### src/rtl/rx_part_segmenter.sv
module rx_part_segmenter #(
  parameter int PAGE_W = 12,
  parameter int PGN_W  = 32 - PAGE_W
) (
  input  logic             clk,
  input  logic             rst_n,
  input  logic             in_valid,
  input  logic             in_sof,
  input  logic             in_eof,
  input  logic             in_err,
  output logic             in_ready,
  input  logic             pg_valid,
  input  logic [PGN_W-1:0] pg_num,
  output logic             pg_ready,
  output logic             addr_valid,
  output logic [31:0]      addr,
  output logic             desc_valid,
  output logic [31:0]      desc_w0,
  output logic [31:0]      desc_w1
);
  localparam int LEN_W = PAGE_W + 1;
  localparam int PAD_W = 29 - LEN_W;

  logic              have;
  logic [PGN_W-1:0]  page;
  logic [LEN_W-1:0]  off;
  logic [PAGE_W-1:0] start;
  logic [LEN_W-1:0]  len;
  logic              first;

  logic              need, take, fresh, close, p_first;
  logic [PGN_W-1:0]  e_page;
  logic [PAGE_W-1:0] e_off, p_start;
  logic [LEN_W-1:0]  p_len;
  logic [1:0]        tag;

  assign need     = !have || off[PAGE_W];
  assign in_ready = !need || pg_valid;
  assign take     = in_valid && in_ready;
  assign pg_ready = take && need;

  assign e_page  = need ? pg_num : page;
  assign e_off   = need ? '0 : off[PAGE_W-1:0];
  assign fresh   = in_sof || (len == '0);
  assign p_start = fresh ? e_off : start;
  assign p_len   = (in_sof ? '0 : len) + LEN_W'(1);
  assign p_first = in_sof || first;
  assign close   = in_eof || (&e_off);
  assign tag     = in_eof ? (p_first ? 2'b00 : 2'b11) : (p_first ? 2'b01 : 2'b10);

  assign addr_valid = take;
  assign addr       = {e_page, e_off};

  always_ff @(posedge clk) begin
    if (!rst_n) begin
      have       <= 1'b0;
      page       <= '0;
      off        <= '0;
      start      <= '0;
      len        <= '0;
      first      <= 1'b1;
      desc_valid <= 1'b0;
      desc_w0    <= '0;
      desc_w1    <= '0;
    end else begin
      desc_valid <= take && close;
      if (take) begin
        have  <= 1'b1;
        page  <= e_page;
        off   <= {1'b0, e_off} + LEN_W'(1);
        start <= p_start;
        if (close) begin
          len     <= '0;
          first   <= in_eof;
          desc_w0 <= {tag, in_eof & in_err, {PAD_W{1'b0}}, p_len};
          desc_w1 <= {e_page, p_start};
        end else begin
          len   <= p_len;
          first <= p_first;
        end
      end
    end
  end
endmodule


### config.mk
export PLATFORM = sky130hd
export DESIGN_NAME = rx_part_segmenter
export DESIGN_NICKNAME = d
export VERILOG_FILES = /design/src/rtl/rx_part_segmenter.sv
export SDC_FILE = /design/constraint.sdc
export NUM_CORES = 1
export LEC_CHECK = 0
export ABC_CLOCK_PERIOD_IN_PS = 2600
export BUFFER_PORTS_ARGS = -buffer_cell sky130_fd_sc_hd__buf_4
export CAP_MARGIN = 30
export CORE_UTILIZATION = 48
export DETAILED_ROUTE_END_ITERATION = 12
export PLACE_DENSITY = 0.76
export SKIP_LAST_GASP = 1
export SLEW_MARGIN = 20
export SYNTH_ARGS = -nofsm -noshare
export SYNTH_HDL_FRONTEND = slang
export SYNTH_SLANG_ARGS = --single-unit
export TNS_END_PERCENT = 100
### constraint.sdc
create_clock -name clk -period 2.6 [get_ports clk]
set_clock_uncertainty 0.2 [all_clocks]
set_input_delay 0.52 -clock clk [delete_from_list [all_inputs] [get_ports clk]]
set_output_delay 0.52 -clock clk [all_outputs]
set_load 0.01 [all_outputs]
# Word-level counts from Yosys, hierarchy flattened
# Index checks and enable logic that the tools add are counted.
word_totals:
  regBits: 109
  out_inout_bits: 100
  word_cells: 34
op_classes:
  bitwise: 1
  reduce_logical: 13
  n_mux: 9
  addsub: 2
op_table:
  columns: ["op", "n"]
  rows:
  - ["two-way mux 13 bit", 2]
  - ["two-way mux 12 bit", 2]
  - ["two-way mux 20 bit", 1]
  - ["adder 12 x 1 -> 13 bit (second input constant)", 1]
  - ["adder 13 x 1 -> 13 bit (second input constant)", 1]
  - ["logical NOT 13 bit", 1]
  - ["AND reduction 12 bit", 1]
  - ["two-way mux 2 bit", 3]
  - ["logical OR 1 bit", 5]
  - ["logical AND 1 bit", 3]
  - ["logical NOT 1 bit", 2]
  - ["AND reduction 2 bit", 1]
  - ["AND 1 bit", 1]
  - ["two-way mux 1 bit", 1]

# Logic depth before layout (Yosys ltp)
logic_depth:
  depth_word: 6
  ltp_mapped: 10

# Least setup slack after synthesis
# Ideal clock, no wire load.
synth_path:
  path_type: "register to register"
  startpoint: "reg have"
  endpoint: "reg desc_w0[6]"
  setup_slack_ns: -0.339
  arrival_ns: 2.623
  path_stages_with_launch: 11
  n_path_buf: 2
  cell_sequence: "dfxtp_1 nor2b_1 clkbuf_1 and2_1 ha_1 nand4_1 or4_4 a21oi_4 buf_4 o211ai_1 o211a_1"
synth_between:
  elab_chain_cells: 6
  elab_cells_between_ends: 9
  cone_classes: "mux (1); reduce/logical (8)"
synth_rtl:
  columns: ["item", "line", "rtl"]
  rows:
  - ["start: declaration", "24", "logic have;"]
  - ["start signal: assignment", "56", "have <= 1'b0;"]
  - ["start signal: assignment", "68", "have <= 1'b1;"]
  - ["logical NOT 1 bit", "37", "assign need = !have || off[PAGE_W];"]
  - ["logical OR 1 bit", "37", null]
  - ["two-way mux 12 bit", "43", "assign e_off = need ? '0 : off[PAGE_W-1:0];"]
  - ["named net addr[1]", "16", "output logic [31:0] addr,"]
  - ["AND reduction 12 bit", "48", "assign close = in_eof || (&e_off);"]
  - ["logical OR 1 bit", "48", null]
  - ["AND reduction 2 bit (no line)", null, null]
  - ["end signal: assignment", "75", "desc_w0 <= {tag, in_eof & in_err, {PAD_W{1'b0}}, p_len};"]
  - ["end: declaration", "18", "output logic [31:0] desc_w0,"]
# The timed path passes the listed nets, and every way through them passes these cells.
# A chain may end at the register's enable or synchronous reset.

# Worst setup path in the final report
layout_path:
  startpoint: "reg off[12]"
  endpoint: "out addr[31]"
layout_between:
  elab_chain_cells: 2
layout_rtl:
  columns: ["item", "line", "rtl"]
  rows:
  - ["start: declaration", "26", "logic [LEN_W-1:0] off;"]
  - ["start signal: assignment", "70", "off <= {1'b0, e_off} + LEN_W'(1);"]
  - ["logical OR 1 bit", "37", null]
  - ["two-way mux 20 bit", "42", "assign e_page = need ? pg_num : page;"]
  - ["end: declaration", "16", null]
# Every way passes these cells.

==> flow_summary.yaml <==
finish:
  nets: 751
  fin_area_um2: 6470
  utilization: 0.650
  area_growth_pct: 28.7
  antenna_cells: 0
  layout-drive-gt1-share: 0.272
min_path:
  holdPathStages: 2
  hp-class: "in2reg"
  hp-start: "in_valid"
  min_to: "off[0]$_SDFFE_PN0N_"
clock_tree:
  clk_pin_slew_worst_paths_ns: 0.10
  cts_sinks: 109
  cts_tree: "built"
  cts_buffers: 9
  root_buffer: "clkbuf_8"
  holdBufCountCts: 0
  cts.path.max_buffers: 2
  h-tree-depth: 3
  insertion_delay_ns: 0.37
run_status:
  status: "finished, final reports clean"
yosys:
  avgSynthCellArea_um2: 8.23
  synth_edf_count: 0
  synth_top_area_cell: "dfxtp_1"
  synthArstFlopShare: 0
  ys_types: 51
  synth_area_leaders: "dfxtp_1 (43%), mux2i_1 (6.2%), a211oi_1 (5.8%), nor2_1 (5.3%), nand2_1 (5.0%)"
  syn_inst: 611
  syn_area_um2: 5030
  ys_ff_latch: 109
  synth_top_cell_area_share: 0.434
  yosys_warnings: 0
  synth_ff_type: "dfxtp_1"
  yosysSeqAreaShare: 0.434
sta:
  finalSetupViolations: 0
  slew_headroom: 0.598
  period_share: 0.978
  worst_pin_slew_ns: 0.597
  finalSetupTns_ns: 0
  drv_slew: 0
  hold-worst-slack_ns: 0.215
  rsz0062_at_grt: "yes"
  fmax_ghz: 0.393
  period_needed_ns: 2.54
  finalHoldViolations: 0
detailed_routing:
  dr.pass1.iters: 4
  ant_nets: 0
  drt_iter0_markers: 183
  drt_wl_total_mm: 13.5
  num_vias: 4763
  wl_per_cell_um: 15.8
  via_per_inst: 5.55
  drc: 0
global_routing:
  overflow: 0
  track_usage: 0.240
  grt_pass1_vias: 4477
  grt_max_degree: 52
  antenna_found_initial: 0
  grt_pass1_wl_mm: 21.6
setup_path:
  r2r-end: "desc_w1[12]$_SDFFE_PN0P_"
  crit_fanout: 12
  regToRegSetupSlack_ns: 0.07
  reg2reg_depth: 10
  required_ns: 1.88
  end_kind: "primary output"
  cp.arrival_ns: 1.82
  cp-start-kind: "register"
  criticalPathCategory: "reg2out"
  r2r_start: "have$_SDFFE_PN0N_"
floorplanning:
  num_rows: 36
  num_io_pins: 127
  core_um2: 9950
  die-area_um2: 10900
  dieHeight_um: 104
  start_util: 0.505
  die_w_um: 104
placed_design:
  dp_hpwl_mm: 8.95
  io_buffers: 110
  place_area_um2: 6000
  place_congestion: 0.884
pwr:
  p_leak_nw: 2.61
  power.density_nw_per_um2: 528
  ir_worst_vdd_mv: 0.357
flow_run:
  cap_violations: 0
-- worst max path at each step --
stage / start / end / slack [ns]
detailed placement: have$_SDFFE_PN0N_ / desc_w1[12]$_SDFFE_PN0P_ / -0.04
global placement: have$_SDFFE_PN0N_ / desc_w0[6]$_SDFFE_PN0P_ / 0.13
floorplan: have$_SDFFE_PN0N_ / desc_w0[6]$_SDFFE_PN0P_ / 0.02
finish: off[12]$_SDFFE_PN0N_ / addr[31] / 0.06
CTS: have$_SDFFE_PN0N_ / desc_w1[16]$_SDFFE_PN0P_ / -0.004
global route: have$_SDFFE_PN0N_ / desc_w1[12]$_SDFFE_PN0P_ / -0.06
-- power breakdown --
group	internal [mW]	total (mW)	switching [mW]
Combinational	0.259	0.571	0.312
Sequential	1.74	1.78	0.0430
Clock	0.480	1.07	0.588
-- cell type report --
type	count	area, µm²
flip-flops and latches	109	2180
fillers	841	3480
multi-input cells	426	2590
clock buffers	10	138
well taps	133	166
inverters	29	109
repair buffers	145	1210
clock inverters	6	71.3
-- metal layers --
layer,up-vias,track usage,wire length [µm]
li1,2286,-,-
met4,0,0.0898,255
met1,2257,0.305,5600
met2,196,0.402,6860
met5,-,0,0
met3,24,0.0470,815
-- kinds of logic (layout without fill, tap and decap cells) --
family	after synthesis	count (layout)	share of synthesized area
AO/OA/AOI/OAI	131	131	0.168
XOR/XNOR	14	14	0.0244
adder cells (fa/ha/maj)	4	4	0.00995
buffers and inverters	91	190	0.0836
flip-flops	109	109	0.434
multiplexers	32	32	0.0639
other	1	16	0.000746
AND/OR/NAND/NOR	229	229	0.216
-- worst max-delay path, stage by stage (launching register included) --
cell,delay [ns]
dfxtp_1,0.40
buf_4,0.16
nand2b_2,0.17
clkbuf_16,0.21
mux2i_1,0.28
inv_1,0.09
buf_4,0.15
-- cells in the mapped netlist, types with 2 or more instances --
| library cell | count |
|---|---|
| a211oi_1 | 39 |
| a211oi_2 | 4 |
| a21oi_1 | 46 |
| a22oi_1 | 3 |
| and2_1 | 12 |
| and3_1 | 2 |
| buf_1 | 2 |
| buf_2 | 9 |
| buf_4 | 18 |
| clkbuf_1 | 33 |
| clkinv_1 | 2 |
| dfxtp_1 | 109 |
| ha_1 | 4 |
| inv_1 | 27 |
| mux2i_1 | 31 |
| nand2_1 | 67 |
| nand2b_1 | 8 |
| nand3_1 | 20 |
| nand3b_1 | 4 |
| nand4_1 | 8 |
| nand4b_1 | 4 |
| nor2_1 | 71 |
| nor2b_1 | 6 |
| nor3_1 | 9 |
| nor4_1 | 8 |
| o21ai_0 | 23 |
| o21ai_1 | 2 |
| o311ai_0 | 2 |
| or2_2 | 2 |
| or3_1 | 3 |
| xnor2_1 | 5 |
| xor2_1 | 9 |
-- layout by cell type (no fill, tap or decap), types with 3 or more instances in the layout --
| master | instances |
|---|---|
| buf_4 | 134 |
| dfxtp_1 | 108 |
| nor2_1 | 71 |
| nand2_1 | 67 |
| a21oi_1 | 46 |
| a211oi_1 | 39 |
| inv_1 | 27 |
| o21ai_0 | 21 |
| nand3_1 | 20 |
| mux2i_2 | 16 |
| conb_1 | 16 |
| mux2i_1 | 14 |
| and2_1 | 10 |
| clkbuf_8 | 10 |
| nor3_1 | 9 |
| xor2_1 | 9 |
| nand4_1 | 8 |
| nor4_1 | 8 |
| nand2b_1 | 7 |
| nor2b_1 | 5 |
| xnor2_1 | 5 |
| nand3b_1 | 4 |
| nand4b_1 | 4 |
| a211oi_2 | 4 |
| a22oi_1 | 3 |
| or3_1 | 3 |
| o21ai_1 | 3 |
| ha_1 | 3 |
| buf_8 | 3 |
| buf_12 | 3 |
-- state kept, by name (all words and copies together), names as in the netlist --
register    cells
first           1
have            1
page           20
desc_valid      1
desc_w1        32
desc_w0        16
len            13
start          12
off            13
-- metrics by stage --
step	setup slack [ns]	total power, mW	cells
floorplan	0.0250	2.12	626
global placement	0.127	2.31	829
detailed placement	-0.0364	2.33	829
CTS	-0.00428	3.39	849
global route	-0.0617	3.57	858
finish	0.0568	3.42	858
-- timing repair --
item	4_1_cts	5_1_grt
setup endpoints to repair	2	68
gates cloned	2	2
gates resized for setup	5	26
buffers inserted	2	8
pin swaps	2	7
No activity file was read; power rests on OpenSTA's default activity.
